[src/rtl/adc_seq_pkg.sv]
// Shared types and helpers for the conversion sequence controller.
// Assumes at most eight result slots, the longest selectable sequence.
package adc_seq_pkg;
    localparam int SLOTS  = 8;
    localparam int SLOT_W = 3;

    typedef enum logic [1:0] {
        ST_IDLE  = 2'd0,
        ST_ISSUE = 2'd1,
        ST_WAIT  = 2'd2
    } seq_state_t;

    // Map the length code to a conversion count (00:4, 01:1, others:8).
    function automatic logic [SLOT_W:0] len_decode(input logic [1:0] code);
        case (code)
            2'b00:   return 4'd4;
            2'b01:   return 4'd1;
            default: return 4'd8;
        endcase
    endfunction
endpackage

[src/rtl/adc_trig_detect.sv]
// Synchronizes the external trigger pin with two flops and derives an
// edge event and a level-active indication for the selected polarity.
// Assumes the pin is asynchronous to clk.
module adc_trig_detect (
    input  logic clk,
    input  logic rst_n,
    input  logic pin,
    input  logic pol,
    output logic edge_evt,
    output logic lvl_act
);
    logic s1_q, s2_q, prev_q;

    // Two-stage synchronizer plus a history flop for edge detection.
    always_ff @(posedge clk) begin
        if (!rst_n) begin
            s1_q   <= 1'b0;
            s2_q   <= 1'b0;
            prev_q <= 1'b0;
        end else begin
            s1_q   <= pin;
            s2_q   <= s1_q;
            prev_q <= s2_q;
        end
    end

    // Polarity selects which transition or level counts as active.
    always_comb begin
        edge_evt = pol ? (s2_q & ~prev_q) : (~s2_q & prev_q);
        lvl_act  = pol ? s2_q : ~s2_q;
    end
endmodule

[src/rtl/adc_seq_fsm.sv]
// Sequencer: decides when sequences start, walks the slots, issues
// one-cycle start requests with a channel and reports slot writes.
// Assumes the engine answers each request with one conv_done pulse.
module adc_seq_fsm
    import adc_seq_pkg::*;
#(
    parameter int CH_W = 4
) (
    input  logic              clk,
    input  logic              rst_n,
    input  logic              clr,
    input  logic              power_up,
    input  logic              halt_req,
    input  logic              seq_wr,
    input  logic              seq_multi,
    input  logic              seq_scan,
    input  logic [CH_W-1:0]   seq_chan,
    input  logic [1:0]        len_sel,
    input  logic              trig_en,
    input  logic              trig_level,
    input  logic              edge_evt,
    input  logic              lvl_act,
    input  logic              conv_done,
    output logic              conv_start,
    output logic [CH_W-1:0]   conv_chan,
    output logic              new_seq,
    output logic              wr_en,
    output logic [SLOT_W-1:0] wr_slot,
    output logic              wr_last
);
    seq_state_t        state_q;
    logic [SLOT_W-1:0] slot_q;
    logic [CH_W-1:0]   base_q;
    logic              multi_q, scan_q;
    logic [SLOT_W:0]   len_q;

    logic abort, wr_start, trig_start, keep_going;

    // Start, abort and continuation decisions.
    always_comb begin
        abort      = clr | ~power_up | halt_req;
        wr_start   = seq_wr & power_up & ~trig_en;
        trig_start = trig_en & power_up & (state_q == ST_IDLE)
                   & (trig_level ? lvl_act : edge_evt);
        new_seq    = (wr_start | trig_start) & ~abort;
        keep_going = trig_en ? (trig_level & lvl_act) : scan_q;
    end

    // Outputs toward the engine and the result bank.
    always_comb begin
        conv_start = (state_q == ST_ISSUE);
        conv_chan  = multi_q ? (base_q + CH_W'(slot_q)) : base_q;
        wr_en      = (state_q == ST_WAIT) & conv_done & ~abort & ~new_seq;
        wr_slot    = slot_q;
        wr_last    = ({1'b0, slot_q} == (len_q - 1'b1));
    end

    // Latch the sequence word on every accepted write.
    always_ff @(posedge clk) begin
        if (!rst_n || clr) begin
            base_q  <= '0;
            multi_q <= 1'b0;
            scan_q  <= 1'b0;
            len_q   <= len_decode(2'b00);
        end else if (seq_wr && power_up) begin
            base_q  <= seq_chan;
            multi_q <= seq_multi;
            scan_q  <= seq_scan;
            len_q   <= len_decode(len_sel);
        end else if (abort) begin
            scan_q  <= 1'b0;
        end
    end

    // State and slot progression.
    always_ff @(posedge clk) begin
        if (!rst_n) begin
            state_q <= ST_IDLE;
            slot_q  <= '0;
        end else if (abort) begin
            state_q <= ST_IDLE;
            slot_q  <= '0;
        end else if (new_seq) begin
            state_q <= ST_ISSUE;
            slot_q  <= '0;
        end else begin
            case (state_q)
                ST_ISSUE: state_q <= ST_WAIT;
                ST_WAIT: if (conv_done) begin
                    if (wr_last) begin
                        slot_q  <= '0;
                        state_q <= keep_going ? ST_ISSUE : ST_IDLE;
                    end else begin
                        slot_q  <= slot_q + 1'b1;
                        state_q <= ST_ISSUE;
                    end
                end
                default: state_q <= ST_IDLE;
            endcase
        end
    end


    conv_pulse_chk: assert property (@(posedge clk) disable iff (!rst_n)
        conv_start |=> !conv_start);

    power_block_chk: assert property (@(posedge clk) disable iff (!rst_n)
        !power_up |=> !conv_start);

    slot_bound_chk: assert property (@(posedge clk) disable iff (!rst_n)
        wr_en |-> ({1'b0, wr_slot} < len_q));
endmodule

[src/rtl/adc_result_bank.sv]
// Result slots with per-slot completion flags and the sequence-complete
// flag. Assumes a start and a slot write never arrive in the same cycle.
module adc_result_bank
    import adc_seq_pkg::*;
#(
    parameter int RES_W = 10
) (
    input  logic              clk,
    input  logic              rst_n,
    input  logic              clr,
    input  logic              new_seq,
    input  logic              wr_en,
    input  logic [SLOT_W-1:0] wr_slot,
    input  logic              wr_valid,
    input  logic              wr_last,
    input  logic [RES_W-1:0]  wr_data,
    input  logic              rd_en,
    input  logic [SLOT_W-1:0] rd_slot,
    input  logic              fast_clr,
    output logic [RES_W-1:0]  rd_data,
    output logic [SLOTS-1:0]  cc_flags,
    output logic              seq_done
);
    logic [RES_W-1:0] data_q [SLOTS];

    for (genvar i = 0; i < SLOTS; i++) begin : g_slot
        logic hit_wr, hit_rd;
        assign hit_wr = wr_en && (wr_slot == SLOT_W'(i));
        assign hit_rd = rd_en && fast_clr && (rd_slot == SLOT_W'(i));

        // Slot storage; invalid channels store zero.
        always_ff @(posedge clk) begin
            if (!rst_n || clr)  data_q[i] <= '0;
            else if (hit_wr)    data_q[i] <= wr_valid ? wr_data : '0;
        end

        // Slot flag: a write sets it, a start or a fast-clear read clears it.
        always_ff @(posedge clk) begin
            if (!rst_n || clr)  cc_flags[i] <= 1'b0;
            else if (hit_wr)    cc_flags[i] <= 1'b1;
            else if (new_seq)   cc_flags[i] <= 1'b0;
            else if (hit_rd)    cc_flags[i] <= 1'b0;
        end
    end

    // Sequence-complete flag.
    always_ff @(posedge clk) begin
        if (!rst_n || clr)          seq_done <= 1'b0;
        else if (wr_en && wr_last)  seq_done <= 1'b1;
        else if (new_seq)           seq_done <= 1'b0;
    end

    assign rd_data = data_q[rd_slot];


    invalid_zero_chk: assert property (@(posedge clk) disable iff (!rst_n)
        (wr_en && !wr_valid && !clr) |=> (data_q[$past(wr_slot)] == '0));
endmodule

[src/rtl/adc_seq_ctrl.sv]
// Top of the conversion trigger and sequence controller: trigger
// detection, sequencer and result bank. Assumes a single clock domain
// except for trig_pin.
module adc_seq_ctrl
    import adc_seq_pkg::*;
#(
    parameter int RES_W  = 10,
    parameter int CH_W   = 4,
    parameter int NUM_CH = 12
) (
    input  logic              clk,
    input  logic              rst_n,
    input  logic              power_up,
    input  logic              halt_req,
    input  logic              soft_rst,
    input  logic              trig_en,
    input  logic              trig_level,
    input  logic              trig_pol,
    input  logic              fast_clr,
    input  logic              irq_en,
    input  logic [1:0]        len_sel,
    input  logic              seq_wr,
    input  logic              seq_multi,
    input  logic              seq_scan,
    input  logic [CH_W-1:0]   seq_chan,
    input  logic              trig_pin,
    output logic              conv_start,
    output logic [CH_W-1:0]   conv_chan,
    input  logic              conv_done,
    input  logic [RES_W-1:0]  conv_data,
    input  logic              rd_en,
    input  logic [SLOT_W-1:0] rd_slot,
    output logic [RES_W-1:0]  rd_data,
    output logic [SLOTS-1:0]  cc_flags,
    output logic              seq_done,
    output logic              irq
);
    localparam logic [CH_W:0] CH_LIMIT = (CH_W + 1)'(NUM_CH);

    logic edge_evt, lvl_act, new_seq, wr_en, wr_last, wr_valid;
    logic [SLOT_W-1:0] wr_slot;

    adc_trig_detect u_trig (
        .clk(clk), .rst_n(rst_n), .pin(trig_pin), .pol(trig_pol),
        .edge_evt(edge_evt), .lvl_act(lvl_act)
    );

    adc_seq_fsm #(.CH_W(CH_W)) u_fsm (
        .clk(clk), .rst_n(rst_n), .clr(soft_rst), .power_up(power_up),
        .halt_req(halt_req), .seq_wr(seq_wr), .seq_multi(seq_multi),
        .seq_scan(seq_scan), .seq_chan(seq_chan), .len_sel(len_sel),
        .trig_en(trig_en), .trig_level(trig_level), .edge_evt(edge_evt),
        .lvl_act(lvl_act), .conv_done(conv_done), .conv_start(conv_start),
        .conv_chan(conv_chan), .new_seq(new_seq), .wr_en(wr_en),
        .wr_slot(wr_slot), .wr_last(wr_last)
    );

    // A channel code past the last real input converts to zero.
    assign wr_valid = ({1'b0, conv_chan} < CH_LIMIT);

    adc_result_bank #(.RES_W(RES_W)) u_bank (
        .clk(clk), .rst_n(rst_n), .clr(soft_rst), .new_seq(new_seq),
        .wr_en(wr_en), .wr_slot(wr_slot), .wr_valid(wr_valid),
        .wr_last(wr_last), .wr_data(conv_data), .rd_en(rd_en),
        .rd_slot(rd_slot), .fast_clr(fast_clr), .rd_data(rd_data),
        .cc_flags(cc_flags), .seq_done(seq_done)
    );

    // Interrupt follows the sequence-complete flag when enabled.
    assign irq = seq_done & irq_en;


    done_source_chk: assert property (@(posedge clk) disable iff (!rst_n)
        $rose(seq_done) |-> $past(conv_done));
endmodule

[config.mk]
export PLATFORM = sky130hd
export DESIGN_NAME = adc_seq_ctrl
export DESIGN_NICKNAME = d
export VERILOG_FILES = /design/src/rtl/adc_seq_pkg.sv /design/src/rtl/adc_trig_detect.sv /design/src/rtl/adc_seq_fsm.sv /design/src/rtl/adc_result_bank.sv /design/src/rtl/adc_seq_ctrl.sv
export SDC_FILE = /design/constraint.sdc
export NUM_CORES = 1
export LEC_CHECK = 0
export ABC_AREA = 1
export CORE_MARGIN = 3
export CORE_UTILIZATION = 50
export DETAILED_ROUTE_END_ITERATION = 8
export MAX_ROUTING_LAYER = met4
export PLACE_DENSITY = 0.71
export SYNTH_ARGS = -nofsm -noshare
export SYNTH_HDL_FRONTEND = slang
export SYNTH_SLANG_ARGS = --single-unit
export TNS_END_PERCENT = 20
[constraint.sdc]
create_clock -name clk -period 3.45 [get_ports clk]
set_clock_uncertainty 0.2 [all_clocks]
set_input_delay 0.5175 -clock clk [delete_from_list [all_inputs] [get_ports clk]]
set_output_delay 0.5175 -clock clk [all_outputs]
set_load 0.02 [all_outputs]
======== After elaboration in Yosys (flattened, before gate mapping) ========
Memories as Yosys holds them, arrays and structs flattened.
Index checks and enable logic that the tools add are counted.
cells by class
  add/subtract/negate cells ............... 3
  multipliers ............................. 0
  divide/modulo/power cells ............... 0
  $lt $le $gt $ge ......................... 1
  equality and inequality tests ........... 20
  shift operators ......................... 0
  mux-type cells .......................... 75
  bitwise gates (word level) .............. 31
  reductions and logical operators ........ 38
operators by type and width
  cell                                              count
  2-to-1 mux 10 bit                                 9
  2-to-1 mux 1 bit                                  60
  == test 3 bit, second input constant              8
  nonzero test 3 bit                                8
  logical AND 1 bit                                 19
  bitwise AND 1 bit                                 13
  == test 3 x 2 -> 1 bit, second input constant     4
  bitwise OR 1 bit                                  11
  case mux 4 bit (2 select lines)                   1
  NOT 1 bit                                         7
  == test 3 x 1 -> 1 bit, second input constant     2
  zero test 3 bit                                   2
  adder 4 x 3 -> 4 bit                              1
  == test 2 x 1 -> 1 bit, second input constant     2
  == test 3 x 4 -> 1 bit                            1
  zero test 2 bit                                   2
  < comparator 4 bit, second input constant         1
  2-to-1 mux 2 bit                                  2
  2-to-1 mux 4 bit                                  1
  case mux 2 bit (2 select lines)                   1
  nonzero test 2 bit                                2
  subtractor 4 x 1 -> 4 bit, second input constant  1
  adder 3 x 1 -> 3 bit, second input constant       1
  2-to-1 mux 3 bit                                  1
  8 further kinds                                   8
word-level totals
  register bits after elaboration ......... 27
  bits in latches ......................... 0
  RAM bits ................................ 80
  ROM bits ................................ 0
  output and inout bits ................... 25
  logic and storage cells ................. 188
  memories kept ........................... 1
memories
  name           words  bits a word  rd ports  clocked after memory_dff  write ports  line                   text
  u_bank.data_q  8      10           1         0                         8            adc_result_bank.sv:24  logic [RES_W-1:0] data_q [SLOTS];

======== Logic depth before layout (Yosys ltp) ========
Gate-level depths: netlist of run 1.
  word-level depth ........................ 14
  mapped depth ............................ 11
  mapped depth without buffers ............ 11

======== Hierarchy ========
Synthesis of run 1 repeated with hierarchy kept, for this count alone.
second synthesis, totals
  cell total of the unflattened synthesis .. 641
  area total of the unflattened synthesis .. 5,367.6 um^2
by module, submodules not included
  module           times used  cells each  area each (um^2)
  adc_result_bank  1           489         4,300.4
  adc_seq_fsm      1           134         944.7
  adc_trig_detect  1           15          111.4
  adc_seq_ctrl     1           3           11.3

======== Worst setup path before layout of run 1 ========
OpenSTA, ideal clock, no wires.
  path kind ............................... flip-flop to flip-flop
  from .................................... register u_fsm.slot_q[0], in the netlist u_fsm.wr_slot[0]
  to ...................................... memory u_bank.data_q[0][9] (data pin)
  library setup time ...................... 261 ps
  data arrival time ....................... 1,978 ps
  slack ................................... 1,010 ps
  stages on the path, launching flop included .. 8
  buffers on the path ..................... 0
  clock period less this slack ............ 2,440 ps
  path through ............................ dfxtp_1 ha_1 fa_1 xnor2_1 a21oi_1 nand2_2 nand2_1 nor2_1
RTL lines
  element                 line                   text
  from (decl)             adc_seq_fsm.sv:32      logic [SLOT_W-1:0] slot_q;
  from (signal assigned)  adc_seq_fsm.sv:94      slot_q <= slot_q + 1'b1;
  to (decl)               adc_result_bank.sv:24

======== Worst setup path in the final report of run 1 ========
  from .................................... input port rd_slot[1]
  to ...................................... output port rd_data[3]
between the ends
  longest elaborated chain between the ends .. 1
RTL lines
  element                   line                text
  from (decl)               adc_seq_ctrl.sv:32  input logic [SLOT_W-1:0] rd_slot,
  memory read (8 x 10 bit)  --
  to (decl)                 adc_seq_ctrl.sv:33  output logic [RES_W-1:0] rd_data,
Every way passes these cells.

==> reports/qor.csv, run 1 <==
stage,metric,value,unit
power_and_ir_drop,p_sw_share,25.6,%
cells_and_area,seq_area,0.00292,mm²
global_routing,overflow,0,
sta,rsz0062_at_grt,no,
power_and_ir_drop,power.internal,1.80,mW
sta,slew_violations,0,
sta,layout_setup_ws,158,ps
clock_network,cts_tree,yes,
power_and_ir_drop,combPwrFrac,10.0,%
yosys,syn-num-nets,597,
yosys,netlist.area_leader.share,47.8,%
power_and_ir_drop,power_frac_seq,59.3,%
sta,tightest_slew,492,ps
clock_network,clock_latency,370,ps
cells_and_area,fillers,833,
yosys,ys_types,29,
cells_and_area,drive_gt1_share,7.50,%
cells_and_area,n_antenna_cell,0,
floorplanning,core_area,0.00950,mm²
setup_path,r2r_cells,7,
clock_network,post_cts_buffers,0,
hold_path,min_path_type,reg -> reg,
sta,worst_slew_margin_rel,67.2,%
place,globalplace.congestion,0.867,
yosys,ys.flop_type,edfxtp_1,
sta,setup_viol,0,
sta,hold_viol_final,0,
yosys,yosysSeqAreaShare,58.2,%
power_and_ir_drop,powerDensity,405,mW/mm²
cells_and_area,finish.net_count,657,
global_routing,grt_first_pass_wirelength,18300,µm
place,place_worst_setup_slack,193,ps
detailed_routing,drcViolationCount,0,
floorplanning,die_width,106,µm
detailed_routing,wl_per_cell,15.3,µm
setup_path,arrival,2570,ps
global_routing,grt_max_degree,24,
yosys,yosys-top-cells-area,"edfxtp_1 (48%), nand2_1 (12%), dfxtp_1 (10%)",
sta,post-route-period-util,95.4,%
floorplanning,std_cell_rows,35,
detailed_routing,wirelength,11400,µm
sta,fmax,304,MHz
setup_path,worst_setup_path_start_kind,primary input,
clock_network,cts_buffers,9,
power_and_ir_drop,p_leak,2.46,nW
run,cap_violations,0,
detailed_routing,firstDrtPassIters,6,
floorplanning,ios,60,
sta,period_needed,3290,ps
yosys,avgSynthCellArea,9.16,µm²
detailed_routing,dr_total_vias,3878,
detailed_routing,drt_iter0_drc,184,
hold_path,whs_path_depth,2,
clock_network,clock_sinks,106,
power_and_ir_drop,switching_power,0.618,mW
clock_network,path_clk_slew,100,ps
power_and_ir_drop,clock_power_share,30.7,%
detailed_routing,ant_nets,0,
global_routing,antenna_found_initial,0,
yosys,yosysMostFrequentCell,nand2_1,
setup_path,worst_ep_required_time,2730,ps
floorplanning,initial_utilization,52.9,%
setup_path,end_kind,output pin,
yosys,syn-instance-count,548,
clock_network,cts-resized-gates,0,
clock_network,clockBufferDepth,2,
cells_and_area,multi_input_area,0.00181,mm²
cells_and_area,area.growth.synth_to_final,18.7,%
setup_path,path_class,in -> out,
yosys,synth_common_cells,"nand2_1 (160), nor2_1 (113), edfxtp_1 (80)",
setup_path,path_max_fanout,22,
floorplanning,dieArea,0.0113,mm²
sta,worst_hold_slack,224,ps
power_and_ir_drop,peakVddDrop,247,µV
power_and_ir_drop,power.total,2.42,mW
setup_path,reg2reg_from,u_fsm.wr_slot[0],
clock_network,root_buffer,clkbuf_8,
yosys,synth_top_area_cell,edfxtp_1,
yosys,yosysWarnings,0,
clock_network,htree_num_levels,3,
place,dpl.hpwl,8490,µm
sta,finalSetupTns,0,ps
clock_network,hold_buffers,0,
global_routing,grt_pass1_vias,3904,
floorplanning,die_y,106,µm
yosys,synth_seq_cells,106,
hold_path,hp-start,u_trig.s1_q,
yosys,ys_async_sr_fraction,0,%
yosys,synthesis.area,0.00502,mm²
outcome,outcome,"complete, no violations",
place,portBuffers,59,
detailed_routing,via_per_inst,5.23,
global_routing,grt_use_total,21.4,%
yosys,synth_edf_count,80,
setup_path,cp-startpoint,rd_slot[1],
-- sequential cells by signal, indices dropped and copies added, names as in the netlist, 2 cells and up --
| register | cells |
|---|---|
| u_bank.cc_flags | 8 |
| u_bank.data_q | 80 |
| u_fsm.wr_slot | 3 |
| u_fsm.state_q | 2 |
| u_fsm.len_q | 3 |
| u_fsm.base_q | 4 |
-- worst paths after layout --
kind	endpoint	slack, ps
max	rd_data[3]	160
max reg2reg	u_bank.data_q[0][2]	990
min reg2reg	u_trig.s2_q	220
min	u_trig.s2_q	220
-- stage by stage --
| stage | util [%] | instances | area [µm²] |
|---|---|---|---|
| after detailed placement | 60.7 | 726 | 5770 |
| after floorplan | - | 548 | 5020 |
| after global routing | 62.7 | 742 | 5960 |
| final | 62.7 | 742 | 5960 |
| after global placement | 60.7 | 726 | 5770 |
| after CTS | 62.7 | 742 | 5960 |
-- layout by cell type (no fill, tap or decap), types with 12 or more instances in the layout --
| master | netlist | layout |
|---|---|---|
| a22oi_1 | 12 | 12 |
| o21ai_0 | 13 | 13 |
| nor2_1 | 113 | 112 |
| a21oi_1 | 12 | 12 |
| dfxtp_1 | 26 | 26 |
| ha_1 | 13 | 13 |
| nand2_1 | 160 | 160 |
| clkdlybuf4s50_1 | 0 | 59 |
| edfxtp_1 | 80 | 80 |
| nand4_1 | 15 | 15 |
| inv_1 | 40 | 40 |
-- power groups by stage --
| stage | Combinational (mW) | Clock [mW] | Sequential, mW |
|---|---|---|---|
| final | 0.242 | 0.742 | 1.43 |
| after detailed placement | 0.241 | 0 | 1.46 |
| after global placement | 0.237 | 0 | 1.46 |
| after CTS | 0.243 | 0.748 | 1.43 |
| after global routing | 0.263 | 0.797 | 1.44 |
| after floorplan | 0.126 | 0 | 1.45 |
-- kinds of logic (layout without fill, tap and decap cells) --
logic type      count (synthesis)  after routing  share of synthesized area, %
compound gates                 50             50                          6.08
buf+inv                        64            129                          5.90
flops                         106            106                          58.2
fa+ha+maj                      14             14                          3.64
xor+xnor                        1              1                         0.174
simple gates                  313            313                          26.0
-- final cells by class --
cell class                      instances  area share, %
Clock inverter                          7           1.20
Sequential cell                       106           49.0
Clock buffer                            9           2.08
Timing Repair Buffer                   71           12.0
Multi-Input combinational cell        378           30.3
Inverter                               42           2.64
Tap cell                              129           2.71
-- routing by layer --
| metal | up-vias | share of wire (%) | wire, µm | global-route usage [%] |
|---|---|---|---|---|
| met5 | - | 0 | 0 | - |
| met4 | 0 | 1.8 | 204 | 7.03 |
| met3 | 19 | 5.6 | 640 | 2.98 |
| met2 | 129 | 53 | 6080 | 39.3 |
| met1 | 1808 | 39 | 4470 | 23.9 |
| li1 | 1922 | - | - | - |
-- critical path: stages --
cell	delay (ps)
clkdlybuf4s50_1	520
inv_1	70
nor2_1	170
buf_12	190
nand2_1	60
nand4_1	80
nor2_1	50
a31oi_1	230
clkdlybuf4s50_1	660
Power figures use the tool's default switching activity.
==> run 2, diff against run 1 <==
--- a/config.mk
+++ b/config.mk
@@ -6,6 +6,7 @@
 export NUM_CORES = 1
 export LEC_CHECK = 0
 export ABC_AREA = 1
+export CAP_MARGIN = 15
 export CORE_MARGIN = 3
 export CORE_UTILIZATION = 50
 export DETAILED_ROUTE_END_ITERATION = 8
==> results of run 2 <==
The final DEF is identical to that of run 1; final timing and power are the same.
==> run 3, diff against run 2 <==
--- a/config.mk
+++ b/config.mk
@@ -8,10 +8,11 @@
 export ABC_AREA = 1
 export CAP_MARGIN = 15
 export CORE_MARGIN = 3
-export CORE_UTILIZATION = 50
+export CORE_UTILIZATION = 60
 export DETAILED_ROUTE_END_ITERATION = 8
 export MAX_ROUTING_LAYER = met4
-export PLACE_DENSITY = 0.71
+export PLACE_DENSITY = 0.83
+export SKIP_LAST_GASP = 1
 export SYNTH_ARGS = -nofsm -noshare
 export SYNTH_HDL_FRONTEND = slang
 export SYNTH_SLANG_ARGS = --single-unit
==> constraint.sdc (replaced) <==
create_clock -name clk -period 3.45 [get_ports clk]
set_clock_uncertainty 0.2 [all_clocks]
set_input_delay 0.345 -clock clk [delete_from_list [all_inputs] [get_ports clk]]
set_output_delay 0.345 -clock clk [all_outputs]
set_load 0.02 [all_outputs]
==> run 3 against run 2 <==
Against the previous run:
- power up 2.0%
- highest routed layer unchanged
- largest power group unchanged
- sequential power about the same
- cell area shrank 1.1%
- setup slack improved by 210 ps
- routed wire length grew 4.2%
- core utilization rose by 12 points
- register-to-register slack got worse by 40 ps
- sequential share of layout area increased by 0.55 points
- combinational power shrank 2%
- critical path type unchanged
- maximum frequency grew 6.7%
- global-route usage rose by 4.6 points
- clock power is 6.9% higher
==> reports/qor.csv, run 3 (synthesized netlist as in run 1, its figures left out) <==
stage,metric,value,unit,change
setup_path,reg2reg_from,u_fsm.wr_slot[0],,unchanged
setup_path,critical-path-top-delay-family,buffers and inverters,,unchanged
sta,slew_violations,0,,unchanged
sta,layout_setup_ws,366,ps,was 158 ps
sta,worst_hold_slack,227,ps,was 224 ps
detailed_routing,drcViolationCount,0,,unchanged
detailed_routing,ant_nets,0,,unchanged
sta,fmax,324,MHz,was 304 MHz
detailed_routing,dr_total_vias,4046,,was 3878
cells_and_area,area.growth.synth_to_final,17.4,%,was 18.7%
setup_path,path_class,in -> out,,unchanged
sta,worst_slew_margin_rel,64.0,%,was 67.2%
global_routing,grt_first_pass_wirelength,19000,µm,was 18300 µm
setup_path,max_stage_delay,680,ps,was 660 ps
run,cap_violations,0,,unchanged
sta,hold_viol_final,0,,unchanged
setup_path,cp_slowest_cell,clkdlybuf4s50_1,,unchanged
sta,tightest_slew,539,ps,was 492 ps
clock_network,cts_tree,yes,,unchanged
detailed_routing,via_per_inst,5.67,,was 5.23
floorplanning,initial_utilization,63.4,%,was 52.9%
power_and_ir_drop,peakVddDrop,265,µV,was 247 µV
cells_and_area,stdcell_count,713,,was 742
setup_path,path_max_fanout,15,,was 22
setup_path,end_kind,output pin,,unchanged
hold_path,whs_path_depth,2,,unchanged
place,globalplace.congestion,0.902,,was 0.867
clock_network,clockBufferDepth,2,,unchanged
setup_path,crit_path_cell_trace,clkdlybuf4s50_1 -> inv_1 -> nor2_1 -> buf_4 -> nand2_1 -> nand4_1 -> nor2_1 -> a31oi_1 -> clkdlybuf4s50_1,,was clkdlybuf4s50_1 -> inv_1 -> nor2_1 -> buf_12 -> nand2_1 -> nand4_1 -> nor2_1 -> a31oi_1 -> clkdlybuf4s50_1
power_and_ir_drop,p_leak,2.44,nW,was 2.46 nW
sta,period_needed,3080,ps,was 3290 ps
global_routing,antenna_found_initial,0,,unchanged
cells_and_area,mostFrequentLayoutCell,nand2_1,,unchanged
detailed_routing,wl_per_cell,16.6,µm,was 15.3 µm
sta,rsz0062_at_grt,no,,unchanged
clock_network,clock_sinks,106,,unchanged
setup_path,r2r-end,u_bank.data_q[1][4],,was u_bank.data_q[0][2]
cells_and_area,n_antenna_cell,0,,unchanged
clock_network,hold_buffers,0,,unchanged
floorplanning,die_y,97.5,µm,was 106 µm
cells_and_area,reg.largest.list,"u_bank.data_q (80), u_bank.cc_flags (8), u_fsm.base_q (4)",,unchanged
hold_path,min_to,u_trig.s2_q,,unchanged
place,dpl.hpwl,8480,µm,was 8490 µm
cells_and_area,largest_reg_flops,80,,unchanged
floorplanning,dieArea,0.00950,mm²,was 0.0113 mm²
floorplanning,die_width,97.5,µm,was 106 µm
clock_network,cts_buffers,9,,unchanged
hold_path,hp-start,u_trig.s1_q,,unchanged
global_routing,grt_pass1_vias,3917,,was 3904
clock_network,path_clk_slew,100,ps,about the same
clock_network,clock_latency,370,ps,about the same
clock_network,post_cts_buffers,0,,unchanged
detailed_routing,firstDrtPassIters,5,,was 6
cells_and_area,finish.net_count,655,,was 657
place,place_worst_setup_slack,406,ps,was 193 ps
hold_path,min_path_type,reg -> reg,,unchanged
cells_and_area,design_area,0.00589,mm²,was 0.00596 mm²
place,dpl_cell_area,0.00569,mm²,was 0.00577 mm²
sta,post-route-period-util,89.4,%,was 95.4%
place,portBuffers,59,,unchanged
clock_network,cts-resized-gates,0,,unchanged
setup_path,crit_buf_inv,4,,unchanged
setup_path,worst_setup_path_start_kind,primary input,,unchanged
outcome,outcome,"complete, no violations",,unchanged
setup_path,r2r_cells,7,,unchanged
floorplanning,core_area,0.00793,mm²,was 0.00950 mm²
detailed_routing,drt_iter0_drc,408,,was 184
clock_network,root_buffer,clkbuf_8,,unchanged
cells_and_area,drive_gt1_share,7.04,%,was 7.50%
place,dp_cells,697,,was 726
floorplanning,std_cell_rows,32,,was 35
global_routing,grt_use_total,26.0,%,was 21.4%
sta,setup_viol,0,,unchanged
global_routing,grt_max_degree,29,,was 24
clock_network,htree_num_levels,3,,unchanged
setup_path,arrival,2540,ps,was 2570 ps
cells_and_area,layout_common_cells,"nand2_1 (160), nor2_1 (112), edfxtp_1 (80)",,unchanged
global_routing,overflow,0,,unchanged
cells_and_area,max_flop_register,u_bank.data_q,,unchanged
detailed_routing,wirelength,11900,µm,was 11400 µm
floorplanning,ios,60,,unchanged
setup_path,rrSetupSlack,950,ps,was 990 ps
setup_path,worst_ep_required_time,2900,ps,was 2730 ps
sta,finalSetupTns,0,ps,unchanged
power_and_ir_drop,powerDensity,418,mW/mm²,was 405 mW/mm²
==> run 3: changes by cell type in the layout (fill, tap and decap cells not counted) <==
| cell | before | now |
|---|---|---|
| clkbuf_1 | 0 | 1 |
| buf_12 | 3 | 1 |
| clkinv_8 | 1 | 0 |
| bufinv_16 | 0 | 1 |
| inv_6 | 2 | 1 |
| clkinv_4 | 3 | 2 |
| clkinvlp_4 | 0 | 1 |
==> run 3: layer usage <==
| metal | GRT usage, % | part of all wire [%] |
|---|---|---|
| met5 | - | 0 |
| met4 | 11.0 | 2.5 |
| met3 | 2.94 | 7.2 |
| met2 | 44.7 | 52 |
| met1 | 31.1 | 39 |
==> run 3: worst register-to-register path, delay by kind of cell, from the launching register on <==
kind | cells | cell delay, ps
adder cells (fa/ha/maj) | 2 | 680
AND/OR/NAND/NOR | 3 | 650
flip-flops | 1 | 400
AO/OA/AOI/OAI | 1 | 190
XOR/XNOR | 1 | 140
==> run 3: area by class of cell <==
class,instances,area (µm²)
Fill cell,562,2030
Multi-Input combinational cell,378,1810
Timing Repair Buffer,69,678
Tap cell,102,128
Clock buffer,10,128
Sequential cell,106,2920
Clock inverter,6,75.1
Inverter,42,158
==> run 3: worst max path at each step <==
stage	startpoint	to	cells after the start
global route	rd_slot[0]	rd_data[3]	9
CTS	rd_slot[0]	rd_data[6]	9
finish	rd_slot[0]	rd_data[3]	9
global placement	rd_slot[0]	rd_data[3]	9
detailed placement	rd_slot[0]	rd_data[3]	9
floorplan	u_fsm.wr_slot[0]	u_bank.data_q[0][9]	7
==> run 3: metrics by stage <==
step | total power [mW] | utilization, %
after floorplan | 1.58 | -
after global placement | 1.69 | 71.8
after detailed placement | 1.70 | 71.8
after CTS | 2.47 | 74.4
after global routing | 2.55 | 74.4
final | 2.47 | 74.4
==> run 3: where the power goes <==
part           leakage (nW)  internal, mW  total, mW  switching [mW]
registers              1.09          1.41       1.43          0.0200
clock network        0.0990         0.346      0.793           0.447
logic                  1.26        0.0963      0.238           0.142
total                  2.44          1.86       2.47           0.608
